--- config.mk ---
export PLATFORM = sky130hd
export DESIGN_NAME = bus_watchdog
export DESIGN_NICKNAME = d
export VERILOG_FILES = /design/src/rtl/bus_wdt_pkg.sv /design/src/rtl/bus_wdt_sync.sv /design/src/rtl/bus_wdt_frame.sv /design/src/rtl/bus_wdt_period.sv /design/src/rtl/bus_wdt_timer.sv /design/src/rtl/bus_watchdog.sv
export SDC_FILE = /design/constraint.sdc
export NUM_CORES = 1
export LEC_CHECK = 0
export BUFFER_PORTS_ARGS = -buffer_cell sky130_fd_sc_hd__buf_2
export CORE_UTILIZATION = 54
export CTS_CLUSTER_DIAMETER = 80
export DETAILED_ROUTE_END_ITERATION = 16
export PLACE_DENSITY = 0.72
export SYNTH_ARGS = -nofsm -noshare
export SYNTH_HDL_FRONTEND = slang
export SYNTH_SLANG_ARGS = --single-unit
--- constraint.sdc ---
create_clock -name clk -period 2.5 [get_ports clk]
set_input_delay 0.625 -clock clk [delete_from_list [all_inputs] [get_ports clk]]
set_output_delay 0.625 -clock clk [all_outputs]
set_load 0.01 [all_outputs]
--- src/rtl/bus_wdt_pkg.sv ---
package bus_wdt_pkg;

  typedef enum logic [1:0] {
    PER_LONG  = 2'b00,
    PER_MID   = 2'b01,
    PER_SHORT = 2'b10,
    PER_OFF   = 2'b11
  } period_e;

  typedef enum logic [1:0] {
    FR_IDLE,
    FR_STARTED,
    FR_SCL_LOW,
    FR_ARMED
  } frame_e;

endpackage

--- src/rtl/bus_wdt_sync.sv ---
module bus_wdt_sync #(
  parameter int unsigned W       = 1,
  parameter int unsigned STAGES  = 2,
  parameter logic [W-1:0] RST_VAL = '0
) (
  input  logic         clk,
  input  logic         rst_n,
  input  logic [W-1:0] d_i,
  output logic [W-1:0] q_o
);

  logic [W-1:0] stage_q [STAGES];

  always_ff @(posedge clk or negedge rst_n) begin
    if (!rst_n) begin
      for (int i = 0; i < STAGES; i++) stage_q[i] <= RST_VAL;
    end else begin
      stage_q[0] <= d_i;
      for (int i = 1; i < STAGES; i++) stage_q[i] <= stage_q[i-1];
    end
  end

  assign q_o = stage_q[STAGES-1];

endmodule

--- src/rtl/bus_wdt_frame.sv ---
module bus_wdt_frame
  import bus_wdt_pkg::*;
(
  input  logic clk,
  input  logic rst_n,
  input  logic scl_s,
  input  logic sda_s,
  output logic kick_o
);

  logic   scl_q, sda_q;
  logic   start_det, stop_det;
  frame_e st_q, st_d;

  // previous bus levels, reset to the idle (released) state
  always_ff @(posedge clk or negedge rst_n) begin
    if (!rst_n) begin
      scl_q <= 1'b1;
      sda_q <= 1'b1;
    end else begin
      scl_q <= scl_s;
      sda_q <= sda_s;
    end
  end

  // SDA edge while SCL held high on both samples
  assign start_det = scl_q && scl_s && sda_q && !sda_s;
  assign stop_det  = scl_q && scl_s && !sda_q && sda_s;

  always_comb begin
    st_d   = st_q;
    kick_o = 1'b0;
    if (start_det) begin
      st_d = FR_STARTED;
    end else begin
      unique case (st_q)
        FR_IDLE:    st_d = FR_IDLE;
        FR_STARTED: begin
          if (stop_det)    st_d = FR_IDLE;
          else if (!scl_s) st_d = FR_SCL_LOW;
        end
        FR_SCL_LOW: if (scl_s) st_d = FR_ARMED;
        FR_ARMED: begin
          if (stop_det) begin
            st_d   = FR_IDLE;
            kick_o = 1'b1;
          end
        end
        default: st_d = FR_IDLE;
      endcase
    end
  end

  always_ff @(posedge clk or negedge rst_n) begin
    if (!rst_n) st_q <= FR_IDLE;
    else        st_q <= st_d;
  end

endmodule

--- src/rtl/bus_wdt_period.sv ---
module bus_wdt_period
  import bus_wdt_pkg::*;
#(
  parameter logic [1:0] RST_CODE = PER_LONG
) (
  input  logic       clk,
  input  logic       rst_n,
  input  logic       lock_s,
  input  logic       we_i,
  input  logic [1:0] wdata_i,
  output logic [1:0] code_o
);

  always_ff @(posedge clk or negedge rst_n) begin
    if (!rst_n)              code_o <= RST_CODE;
    else if (we_i && !lock_s) code_o <= wdata_i;
  end

endmodule

--- src/rtl/bus_wdt_timer.sv ---
module bus_wdt_timer
  import bus_wdt_pkg::*;
#(
  parameter int unsigned TICKS_LONG  = 1400,
  parameter int unsigned TICKS_MID   = 600,
  parameter int unsigned TICKS_SHORT = 200,
  parameter int unsigned HOLD_TICKS  = 200,
  parameter int unsigned CW          = 11,
  parameter int unsigned HW          = 8
) (
  input  logic          clk,
  input  logic          rst_n,
  input  logic          tick_i,
  input  logic          kick_i,
  input  logic [1:0]    code_i,
  output logic [CW-1:0] cnt_o,
  output logic          hold_o
);

  logic [CW-1:0] last_q;
  logic [HW-1:0] hold_cnt;

  // last count value before expiry for the selected period
  always_comb begin
    unique case (period_e'(code_i))
      PER_LONG:  last_q = CW'(TICKS_LONG - 1);
      PER_MID:   last_q = CW'(TICKS_MID - 1);
      PER_SHORT: last_q = CW'(TICKS_SHORT - 1);
      default:   last_q = '0;
    endcase
  end

  always_ff @(posedge clk or negedge rst_n) begin
    if (!rst_n) begin
      cnt_o    <= '0;
      hold_cnt <= '0;
      hold_o   <= 1'b0;
    end else if (hold_o) begin
      if (tick_i) begin
        if (hold_cnt == HW'(HOLD_TICKS - 1)) begin
          hold_o   <= 1'b0;
          hold_cnt <= '0;
          cnt_o    <= '0;
        end else begin
          hold_cnt <= hold_cnt + 1'b1;
        end
      end
    end else if (period_e'(code_i) == PER_OFF || kick_i) begin
      cnt_o <= '0;
    end else if (tick_i) begin
      if (cnt_o >= last_q) begin
        hold_o   <= 1'b1;
        hold_cnt <= '0;
        cnt_o    <= '0;
      end else begin
        cnt_o <= cnt_o + 1'b1;
      end
    end
  end

endmodule

--- src/rtl/bus_watchdog.sv ---
module bus_watchdog
  import bus_wdt_pkg::*;
#(
  parameter int unsigned TICKS_LONG  = 1400,
  parameter int unsigned TICKS_MID   = 600,
  parameter int unsigned TICKS_SHORT = 200,
  parameter int unsigned HOLD_TICKS  = 200,
  parameter int unsigned SYNC_STAGES = 2
) (
  input  logic       clk,
  input  logic       rst_n,
  input  logic       scl_i,
  input  logic       sda_i,
  input  logic       wp_i,
  input  logic [1:0] per_wdata_i,
  input  logic       per_we_i,
  input  logic       tick_i,
  output logic       wdt_rst_o,
  output logic [1:0] period_o
);

  localparam int unsigned MAX_LM = (TICKS_LONG > TICKS_MID) ? TICKS_LONG : TICKS_MID;
  localparam int unsigned MAX_T  = (MAX_LM > TICKS_SHORT) ? MAX_LM : TICKS_SHORT;
  localparam int unsigned CW     = $clog2(MAX_T + 1);
  localparam int unsigned HW     = $clog2(HOLD_TICKS + 1);

  logic [2:0]    raw_in, sync_out;
  logic          scl_s, sda_s, wp_s;
  logic          kick;
  logic [CW-1:0] cnt;

  assign raw_in = {wp_i, sda_i, scl_i};

  bus_wdt_sync #(
    .W       (3),
    .STAGES  (SYNC_STAGES),
    .RST_VAL (3'b011)
  ) u_sync (
    .clk   (clk),
    .rst_n (rst_n),
    .d_i   (raw_in),
    .q_o   (sync_out)
  );

  assign scl_s = sync_out[0];
  assign sda_s = sync_out[1];
  assign wp_s  = sync_out[2];

  bus_wdt_frame u_frame (
    .clk    (clk),
    .rst_n  (rst_n),
    .scl_s  (scl_s),
    .sda_s  (sda_s),
    .kick_o (kick)
  );

  bus_wdt_period #(
    .RST_CODE (PER_LONG)
  ) u_period (
    .clk     (clk),
    .rst_n   (rst_n),
    .lock_s  (wp_s),
    .we_i    (per_we_i),
    .wdata_i (per_wdata_i),
    .code_o  (period_o)
  );

  bus_wdt_timer #(
    .TICKS_LONG  (TICKS_LONG),
    .TICKS_MID   (TICKS_MID),
    .TICKS_SHORT (TICKS_SHORT),
    .HOLD_TICKS  (HOLD_TICKS),
    .CW          (CW),
    .HW          (HW)
  ) u_timer (
    .clk    (clk),
    .rst_n  (rst_n),
    .tick_i (tick_i),
    .kick_i (kick),
    .code_i (period_o),
    .cnt_o  (cnt),
    .hold_o (wdt_rst_o)
  );

endmodule

### Word-level counts from Yosys, hierarchy flattened

Index checks and enable logic that the tools add are counted.
Widths: inputs -> output; s select.

* word-level logic and storage cells: 70
* output and inout bits: 3
* bits in registers: 32

* equal/unequal tests: 13
* magnitude comparators: 1
* muxes and demuxes: 28
* add/subtract/negate cells: 2
* reductions and logical operators: 17

Operators with widths (number)
* $mux 11: 6
* $mux 8: 6
* $pmux 11 s3: 1
* $add 11x1->11 const B: 1
* $ge 11x11->1: 1
* $mux 2: 5
* $mux 1: 9
* $add 8x1->8 const B: 1
* $eq 2x2->1 const B: 4
* $eq 8x8->1 const B: 1
* $pmux 2 s4: 1
* $logic_and 1x1->1: 6
* $reduce_and 3->1: 2
* $eq 2x1->1 const B: 2
* $logic_not 2->1: 2
* $ne 2x2->1 const B: 2
* $ne 4x2->1 const B: 1
* $reduce_and 4->1: 1
* $reduce_bool 2->1: 2
* $logic_not 1->1: 3
* $ne 3x1->1 const B: 1
* $ne 3x2->1 const B: 1
* $ne 2x1->1 const B: 1
* $logic_or 1x1->1: 1

### Depth between registers and ports, before layout

Gate-level depths: netlist (run 1).

* depth after elaboration: 9
* depth in mapped cells: 10

### By module

Synthesis (run 1) repeated with hierarchy kept, for this count alone.

* cell total of the unflattened synthesis: 197
* area total of the unflattened synthesis: 1928.1 um^2

By module, submodules not included
* bus_wdt_timer: area an instance 1383.8 um^2, seq. area each 500.5 um^2, cells each 161, times used 1
* bus_wdt_frame: area an instance 272.8 um^2, seq. area each 102.6 um^2, cells each 22, times used 1
* bus_wdt_sync: area an instance 177.7 um^2, seq. area each 155.1 um^2, cells each 9, times used 1
* bus_wdt_period: area an instance 93.8 um^2, seq. area each 50.0 um^2, cells each 5, times used 1

### Worst setup path before layout (run 1)

No wires, ideal clock.

* path type: reg2reg
* start: reg u_period.code_o[1]
* end: reg u_timer.cnt_o[5]
* arrival time: 2.491 ns
* library setup time: 0.103 ns
* stages on the path, launching flop included: 11
* path slack: -0.095 ns
* data required time: 2.397 ns
* path buffers: 2
* period minus slack after synthesis: 2.595 ns
* cells stage by stage: dfrtp_1 -> and2_1 -> clkbuf_1 -> inv_1 -> ha_1 -> nor2b_1 -> o21ai_0 -> a221oi_4 -> nand3_4 -> buf_6 -> o41ai_2

* word-level cells in the longest chain between the ends: 7
* elaborated cells between the ends (all ways): 13

Ends and longest elaborated chain
* start, declared: RTL line bus_wdt_period.sv:11 `output logic [1:0] code_o`
* start signal, assigned: RTL line bus_wdt_period.sv:16 `else if (we_i && !lock_s) code_o <= wdata_i;`
* $eq 2x2->1, or another cell as far along: RTL line bus_wdt_timer.sv:25 `unique case (period_e'(code_i))`
* $pmux 11 s3: RTL line bus_wdt_timer.sv:25
* $ge 11x11->1: RTL line bus_wdt_timer.sv:51 `if (cnt_o >= last_q) begin`
* $mux 11: RTL line bus_wdt_timer.sv:51
* $mux 11: RTL line bus_wdt_timer.sv:50 `end else if (tick_i) begin`
* $mux 11: RTL line bus_wdt_timer.sv:48 `end else if (period_e'(code_i) == PER_OFF || kick_i) begin`
* $mux 11: RTL line bus_wdt_timer.sv:38 `end else if (hold_o) begin`
* end signal, assigned: RTL line bus_wdt_timer.sv:56 `cnt_o <= cnt_o + 1'b1;`
* end, declared: RTL line bus_wdt_timer.sv:16 `output logic [CW-1:0] cnt_o,`

Several ways; a longest one is shown, not always the timed one. The select of a mux whose other input is x is not followed.
A chain may end at the register's enable or synchronous reset.

### Worst setup path in the final report (run 1)

* start: reg u_period.code_o[1]
* end: reg u_timer.hold_cnt[6]

* word-level cells in the longest chain between the ends: 5
* elaborated cells between the ends (all ways): 11

Ends and longest elaborated chain
* $eq 2x2->1, or another cell as far along: RTL line bus_wdt_timer.sv:25
* $pmux 11 s3: RTL line bus_wdt_timer.sv:25
* $ge 11x11->1: RTL line bus_wdt_timer.sv:51
* $reduce_bool 2->1 (no source line)
* $reduce_and 4->1 (no source line) *
* end signal, assigned: RTL line bus_wdt_timer.sv:45 `hold_cnt <= hold_cnt + 1'b1;`
* end, declared: RTL line bus_wdt_timer.sv:21 `logic [HW-1:0] hold_cnt;`

Every way passes the cells marked *; elsewhere a longest branch is shown, timed or not.

==> metrics, run 1 <==
total CTS buffers=5; worst hold path class=flip-flop to flip-flop; antenna cell count=0; H-tree depth=2; count of input and output buffers=11; drt initial violations=83; global route total overflow=0; crit path DAT=2580 ps; Finish-stage setup viols=0; Yosys reg bits=32; hpwl dp=2920 um; worst vdd ir=0.694 mV; # Max-Cap Violations=0; Initial Util=0.583; # IOs=12; GRT Total Usage=0.230; first-pass GRT wire length=7230 um; core box area=0.00344 mm2; WL per Instance=16.1 um; post-synthesis sequential area ratio=0.403; CTS Sinks=32; DR vias=1664; Mapped Cells=205; area delta synth->final=15.2%; Crit Path Max Fanout=7; most common cell in the netlist=nand2_1; crit share post-route=0.962; CP Class=flip-flop to flip-flop; maximum clock rate=0.416 GHz; Synth Area in Simple Gates=0.212; Die Span X=63.0 um; ys flop type=dfrtp_1; top-area cell type share of the netlist area=0.324; Synth Area per Inst=9.79 um2; status=complete, no violations; static leakage=0.981 nW; Clock transition at path regs=70 ps; Synth cell types=45; height of the die=63.0 um; Post-Route WL=4340 um; CTS root buf=clkbuf_8; Tmin final=2410 ps; post-synthesis mux area share=0.0162; top cells by area, synth=dfrtp_1 (32%), ha_1 (9.4%), dfstp_2 (7.9%); syn nets=229; setup_tns=0 ps; synth warn=0; pwr/cell area=1010 mW/mm2; Pwr Total=2.34 mW; largest net degree at the start of global routing=33; fin. max-slew vios=0; GPL Wtd Cong=0.800; Fin Hold WS=359 ps; leading area contributor after synthesis=dfrtp_1; actual slew at the worst max-slew pin=742 ps; TritonRoute pass-1 iters=4; Slew Limit Headroom=0.506; vias per inst=6.16; Final Skew=6.10 ps; layout cells sized above 1=0.272; Rows=21; clk_lat worst skew=280 ps; final hold viol count=0; # DRC=0; CTS tree=done; main combinational cell family by area after synthesis=compound AO/OA/AOI/OAI gates; Commonest cells post-synth=nand2_1 (27), dfrtp_1 (26), ha_1 (15), inv_1 (15), o21ai_0 (11); Post-synth ARST share=1.00; EDFF count, synth=0; R2R Setup Slk=90 ps; Die Area=0.00396 mm2; CP Capture Type=flip-flop; CP required=2670 ps; initial antenna violation count=0; CTS max path bufs=2; Post-Synth Adder-Cell Area=0.0935; final net count=247; critical path launch point type=flip-flop; Antenna Violating Nets Remaining=0; fin util=0.672; vias in the first global route=1652; Compound-Gate Fraction of Synth Area=0.219; XOR/XNOR share of the synthesized area=0.00436; Synth Cell Area=0.00201 mm2
-- registers in the layout, indices dropped and copies added (netlist names) --
name	flops
u_frame.scl_q	1
u_timer.cnt_o	11
u_frame.st_q	2
u_period.code_o	2
u_sync.stage_q	3
u_timer.hold_o	1
u_frame.sda_q	1
u_sync.q_o	3
u_timer.hold_cnt	8
-- worst max-delay path, cell delays in order, from the launching register on --
cell      delay, ps
dfrtp_1         430
and2_2          270
ha_1            330
nand2_1         170
o21ai_2          90
a221oi_4        380
buf_4           190
a211oi_4         40
buf_4           170
o311ai_1        240
-- per-layer routing --
layer | up-vias | part of all wire | global-route usage
met2 | 45 | 0.53 | 0.390
met3 | 13 | 0.037 | 0.0474
met1 | 818 | 0.41 | 0.285
met4 | 0 | 0.024 | 0.0901
li1 | 788 | - | -
met5 | - | 0 | 0
-- logic make-up (layout without fill, tap and decap cells) --
logic type / Yosys count / after routing
compound gates: 51 / 51
xor+xnor: 1 / 1
fa+ha+maj: 15 / 15
buf+inv: 25 / 44
flops: 32 / 32
mux: 3 / 3
simple gates: 78 / 78
-- layout by cell type, fill, tap and decap left out, types with 3 or more instances in the layout --
cell      count
a21oi_1       6
a21oi_2       3
a22oi_1       3
buf_2        11
buf_4        10
clkbuf_8      5
dfrtp_1      26
dfstp_2       6
ha_1         15
inv_1        15
nand2_1      27
nand2b_1      8
nand3_1       5
nand4_1       8
nor2_1        5
nor2b_1       3
nor3_1        4
o21ai_0       9
o21ai_1       4
o311ai_1      3
o311ai_2      7
-- power by group --
part	internal (mW)	leakage [nW]	switching (mW)
Sequential	0.661	0.383	0.245
Clock	0.295	0.0541	0.195
Combinational	0.433	0.544	0.508
-- area by class of cell --
class                      instances  area (um2)
multi-input combinational        148        1150
fill                             281        1130
sequential                        32         808
timing repair buffer              21         130
clock buffer                       5        68.8
tap                               46        57.6
inverter                          15        56.3
clock inverter                     3        42.5
-- final timing paths --
path / startpoint / cells after the start / to
setup / recovery: u_period.code_o[1] / 9 / u_timer.hold_cnt[6]
hold / removal: u_sync.stage_q[3] / 0 / u_sync.q_o[0]
setup reg to reg: u_period.code_o[1] / 9 / u_timer.hold_cnt[6]
hold reg to reg: u_sync.stage_q[3] / 0 / u_sync.q_o[0]
max in group asynchronous: rst_n / 1 / u_period.code_o[0]
min in group asynchronous: rst_n / 1 / u_timer.hold_cnt[7]
-- per-stage QoR --
| step | instances | cell area, um2 | worst slack (ps) |
|---|---|---|---|
| 6_report | 270 | 2310 | 94.4 |
| 3_3_place_gp | 256 | 2100 | 40.7 |
| 4_1_cts | 267 | 2230 | 3.43 |
| 3_5_place_dp | 256 | 2100 | -120 |
| 2_1_floorplan | 205 | 2010 | 26.7 |
| 5_1_grt | 270 | 2310 | -12.0 |
-- what timing repair did --
item / CTS / global route
hold buffers: 0 / 0
pin swaps: 2 / 3
gates resized for setup: 0 / 12
endpoints found under the setup margin: 12 / 17
endpoints found under the hold margin: 0 / 0
buffers inserted: 3 / 3
(Power assumes the default switching activity.)
==> inputs of run 2 (changes only) <==
--- a/config.mk
+++ b/config.mk
@@ -10,6 +10,7 @@
 export CTS_CLUSTER_DIAMETER = 80
 export DETAILED_ROUTE_END_ITERATION = 16
 export PLACE_DENSITY = 0.72
+export REMOVE_ABC_BUFFERS = 1
 export SYNTH_ARGS = -nofsm -noshare
 export SYNTH_HDL_FRONTEND = slang
 export SYNTH_SLANG_ARGS = --single-unit
==> metrics, run 2 (synthesis gave the netlist of run 1 again) <==
CP Capture Type=flip-flop; CTS max path bufs=2; worst vdd ir=0.504 mV; critical path launch point type=flip-flop; CTS Sinks=32; CTS tree=done; Slew Limit Headroom=0.368; height of the die=63.0 um; commonest non-fill, non-tap cell in the layout=nand2_1; # IOs=12; Largest regs=u_timer.cnt_o: 11 flops, u_timer.hold_cnt: 8 flops; final net count=247; Post-Route WL=4100 um; Finish-stage setup viols=0; drt initial violations=95; TritonRoute pass-1 iters=4; RSZ-0062 raised after global routing=yes; Antenna Violating Nets Remaining=0; crit path DAT=2580 ps; first-pass GRT wire length=7080 um; pwr/cell area=959 mW/mm2; Top cell by count, worst path=buf_4; WL per Instance=15.2 um; Top reg by flops=u_timer.cnt_o; static leakage=0.962 nW; Final Skew=5.59 ps; commonest non-fill, non-tap cells in the layout=nand2_1 (27), dfrtp_1 (25), inv_1 (15); maximum clock rate=0.410 GHz; Die Area=0.00396 mm2; count of input and output buffers=11; status=complete, no violations; fin util=0.659; WHS Path Cells=0; CP required=2640 ps; Die Span X=63.0 um; final hold viol count=0; Rows=21; Fin Hold WS=348 ps; Tmin final=2440 ps; largest net degree at the start of global routing=33; Post-CTS Hold Buffers=0; # DRC=0; hpwl dp=2840 um; CP Class=flip-flop to flip-flop; antenna cell count=0; GPL Wtd Cong=0.832; clk_lat worst skew=290 ps; DR vias=1637; CTS root buf=clkbuf_8; fin. max-slew vios=0; Initial Util=0.583; worst hold path class=flip-flop to flip-flop; # Max-Cap Violations=0; CP Cell Sequence=or2_4 -> ha_1 -> nand4_1 -> nor4_2 -> buf_4 -> a221oi_4 -> buf_4 -> a211oi_4 -> buf_4 -> o311ai_1; area delta synth->final=13.1%; crit share post-route=0.975; core box area=0.00344 mm2; slowest CP cell=dfrtp_2; Clock transition at path regs=60 ps; actual slew at the worst max-slew pin=944 ps; Crit Path Max Fanout=7; fillers=267; global route total overflow=0; total CTS buffers=5; vias per inst=6.06; worst reg2reg path depth=10; max incr delay on CP=440 ps; layout cells sized above 1=0.250; vias in the first global route=1575; GRT Total Usage=0.228; initial antenna violation count=0; Largest register FFs=11; H-tree depth=2
## run 2: final timing paths
| kind | endpoint | slack, ps | start |
|---|---|---|---|
| max | u_timer.hold_cnt[1] | 60 | u_period.code_o[1] |
| min | u_sync.q_o[2] | 350 | u_sync.stage_q[5] |
| max reg2reg | u_timer.hold_cnt[1] | 60 | u_period.code_o[1] |
| min reg2reg | u_sync.q_o[2] | 350 | u_sync.stage_q[5] |
| max in group asynchronous | u_period.code_o[1] | 1610 | rst_n |
| min in group asynchronous | u_timer.cnt_o[6] | 390 | rst_n |
## run 2: layer usage
| layer | track usage | up-vias | wire (um) |
|---|---|---|---|
| li1 | - | 792 | - |
| met4 | 0.110 | 0 | 87 |
| met3 | 0.0584 | 11 | 150 |
| met2 | 0.349 | 34 | 1960 |
| met5 | 0 | - | 0 |
| met1 | 0.300 | 800 | 1900 |
## run 2: power breakdown
part / switching (mW) / internal [mW]
registers: 0.236 / 0.662
logic: 0.465 / 0.398
clock network: 0.193 / 0.223
total: 0.893 / 1.28
## run 2: area by class of cell
class | count | area [um2] | area share
flip-flops and latches | 32 | 810 | 0.357
inverters | 15 | 56.3 | 0.0248
multi-input cells | 149 | 1130 | 0.496
clock buffers | 7 | 86.3 | 0.0380
clock inverters | 1 | 7.51 | 0.00331
well taps | 46 | 57.6 | 0.0254
repair buffers | 20 | 126 | 0.0557
## run 2: worst max-delay path: cells and delay by family (launching register included)
kind / cells / cell delay, ps
flops: 1 / 440
simple gates: 3 / 670
buf+inv: 3 / 520
compound gates: 3 / 360
fa+ha+maj: 1 / 300
## run 2: per-stage QoR
| stage | power [mW] | setup WS, ps | setup TNS [ps] | instance area (um2) | instances |
|---|---|---|---|---|---|
| 6_report | 2.18 | 62.5 | 0 | 2270 | 270 |
| 5_1_grt | 2.36 | -60.2 | -293 | 2270 | 270 |
| 4_1_cts | 2.13 | 28.6 | 0 | 2190 | 264 |
| 3_5_place_dp | 1.70 | 52.4 | 0 | 2100 | 256 |
| 3_3_place_gp | 1.64 | 122 | 0 | 2100 | 256 |
| 2_1_floorplan | 1.47 | 36.7 | 0 | 1960 | 195 |
## run 2: timing repair
item	CTS	global route
buffers inserted	0	5
gates resized for setup	0	6
endpoints found under the setup margin	0	15
==> inputs of run 3 (changes only) <==
--- a/config.mk
+++ b/config.mk
@@ -5,10 +5,10 @@
 export SDC_FILE = /design/constraint.sdc
 export NUM_CORES = 1
 export LEC_CHECK = 0
-export BUFFER_PORTS_ARGS = -buffer_cell sky130_fd_sc_hd__buf_2
-export CORE_UTILIZATION = 54
+export CORE_UTILIZATION = 57
 export CTS_CLUSTER_DIAMETER = 80
 export DETAILED_ROUTE_END_ITERATION = 16
+export DONT_BUFFER_PORTS = 1
 export PLACE_DENSITY = 0.72
 export REMOVE_ABC_BUFFERS = 1
 export SYNTH_ARGS = -nofsm -noshare
==> metrics, run 3 (synthesis gave the netlist of run 1 again) <==
placed insts=248; pre-CTS setup slack=53.3 ps; critical path launch point type=flip-flop; actual slew at the worst max-slew pin=926 ps; fin cells=262; height of the die=61.3 um; Antenna Violating Nets Remaining=0; count of input and output buffers=0; CP Capture Type=flip-flop; first-pass GRT wire length=6640 um; CP Cell Sequence=buf_4 -> nand2b_1 -> ha_1 -> nand4_1 -> nor4_1 -> buf_4 -> a221oi_4 -> nand3_4 -> buf_4 -> o311ai_2; Top reg by flops=u_timer.cnt_o; final worst slack=70.0 ps; # Max-Cap Violations=0; Tmin final=2430 ps; vias per inst=6.04; largest net degree at the start of global routing=27; CTS root buf=clkbuf_4; crit share post-route=0.972; GPL Wtd Cong=0.826; commonest non-fill, non-tap cell in the layout=nand2_1; final hold viol count=0; static leakage=0.931 nW; Crit Path Max Fanout=6; TritonRoute pass-1 iters=4; Initial Util=0.597; Combinational Power Share=0.427; Clock transition at path regs=110 ps; pwr/cell area=935 mW/mm2; worst vdd ir=0.668 mV; CP top delay family=compound AO/OA/AOI/OAI gates; CP required=2740 ps; vias in the first global route=1501; drt initial violations=112; Largest regs=u_timer.cnt_o: 11 flops, u_timer.hold_cnt: 8 flops; crit path buf inv count=3; P_int=1.18 mW; initial antenna violation count=0; # DRC=0; Largest register FFs=11; Rows=21; clk_lat worst skew=350 ps; core box area=0.00336 mm2; Clk pwr share=0.153; Post-Route WL=4110 um; global route total overflow=0; Pwr Total=2.06 mW; Fin Hold WS=86.4 ps; status=complete, no violations; final net count=239; fin util=0.654; Slew Limit Headroom=0.381; max incr delay on CP=410 ps; Final Skew=11.5 ps; H-tree depth=2; slowest CP cell=dfrtp_1; CP Class=flip-flop to flip-flop; crit path DAT=2670 ps; WL per Instance=15.7 um; # IOs=12; layout cells sized above 1=0.213; Die Span X=61.3 um; CTS Sinks=32; area delta synth->final=9.60%; hpwl dp=2800 um; DR vias=1583; GRT Total Usage=0.245; Reg power frac=0.420; antenna cell count=0; switching part of the total=0.424; fin. max-slew vios=0; Die Area=0.00376 mm2; Sw Pwr=872 uW; total CTS buffers=5; CTS tree=done; CTS max path bufs=2; maximum clock rate=0.412 GHz; worst hold path class=primary input to asynchronous set/reset pin; Finish-stage setup viols=0; commonest non-fill, non-tap cells in the layout=nand2_1 (27), dfrtp_1 (26), inv_1 (15); Top cell by count, worst path=buf_4
[run 3: repair_timing]
| item | in CTS | in global routing |
|---|---|---|
| endpoints found under the hold margin | 26 | 0 |
| resized for setup | 0 | 2 |
| endpoints found under the setup margin | 0 | 15 |
| hold buffers | 1 | 0 |
| buffers inserted | 0 | 5 |
[run 3: through the flow]
step                setup TNS [ps]  cell area [um2]
global placement                 0             2070
floorplan                        0             1960
CTS                              0             2150
detailed placement               0             2070
finish                           0             2200
global route                 -88.6             2200
[run 3: layout make-up]
| class | count | area, um2 |
|---|---|---|
| clock buffers | 6 | 51.3 |
| clock inverters | 2 | 10.0 |
| fillers | 287 | 1160 |
| inverters | 15 | 56.3 |
| multi-input cells | 148 | 1110 |
| flip-flops and latches | 32 | 808 |
| well taps | 46 | 57.6 |
| repair buffers | 13 | 108 |
[run 3: layer usage]
layer / wire [um] / up-vias / GRT usage
li1: - / 771 / -
met1: 1820 / 769 / 0.320
met2: 2060 / 35 / 0.393
met3: 168 / 8 / 0.0609
met4: 65 / 0 / 0.0952
met5: 0 / - / 0
[run 3: worst paths after layout]
path	slack, ps	to	cells after the start	from
max in group asynchronous	2260	u_period.code_o[0]	1	rst_n
worst min-delay path	90	u_timer.hold_cnt[4]	1	rst_n
worst min register to register	360	u_sync.q_o[2]	0	u_sync.stage_q[5]
min in group clk	260	u_sync.stage_q[4]	0	sda_i
worst max-delay path	70	u_timer.cnt_o[6]	10	u_period.code_o[1]
worst max register to register	70	u_timer.cnt_o[6]	10	u_period.code_o[1]
[run 3: power by group through the flow]
stage	clock network [mW]	registers [mW]	logic [mW]
6_report	0.316	0.863	0.877
3_3_place_gp	0	0.855	0.781
2_1_floorplan	0	0.845	0.622
4_1_cts	0.323	0.857	0.849
5_1_grt	0.348	0.887	0.987
3_5_place_dp	0	0.866	0.831
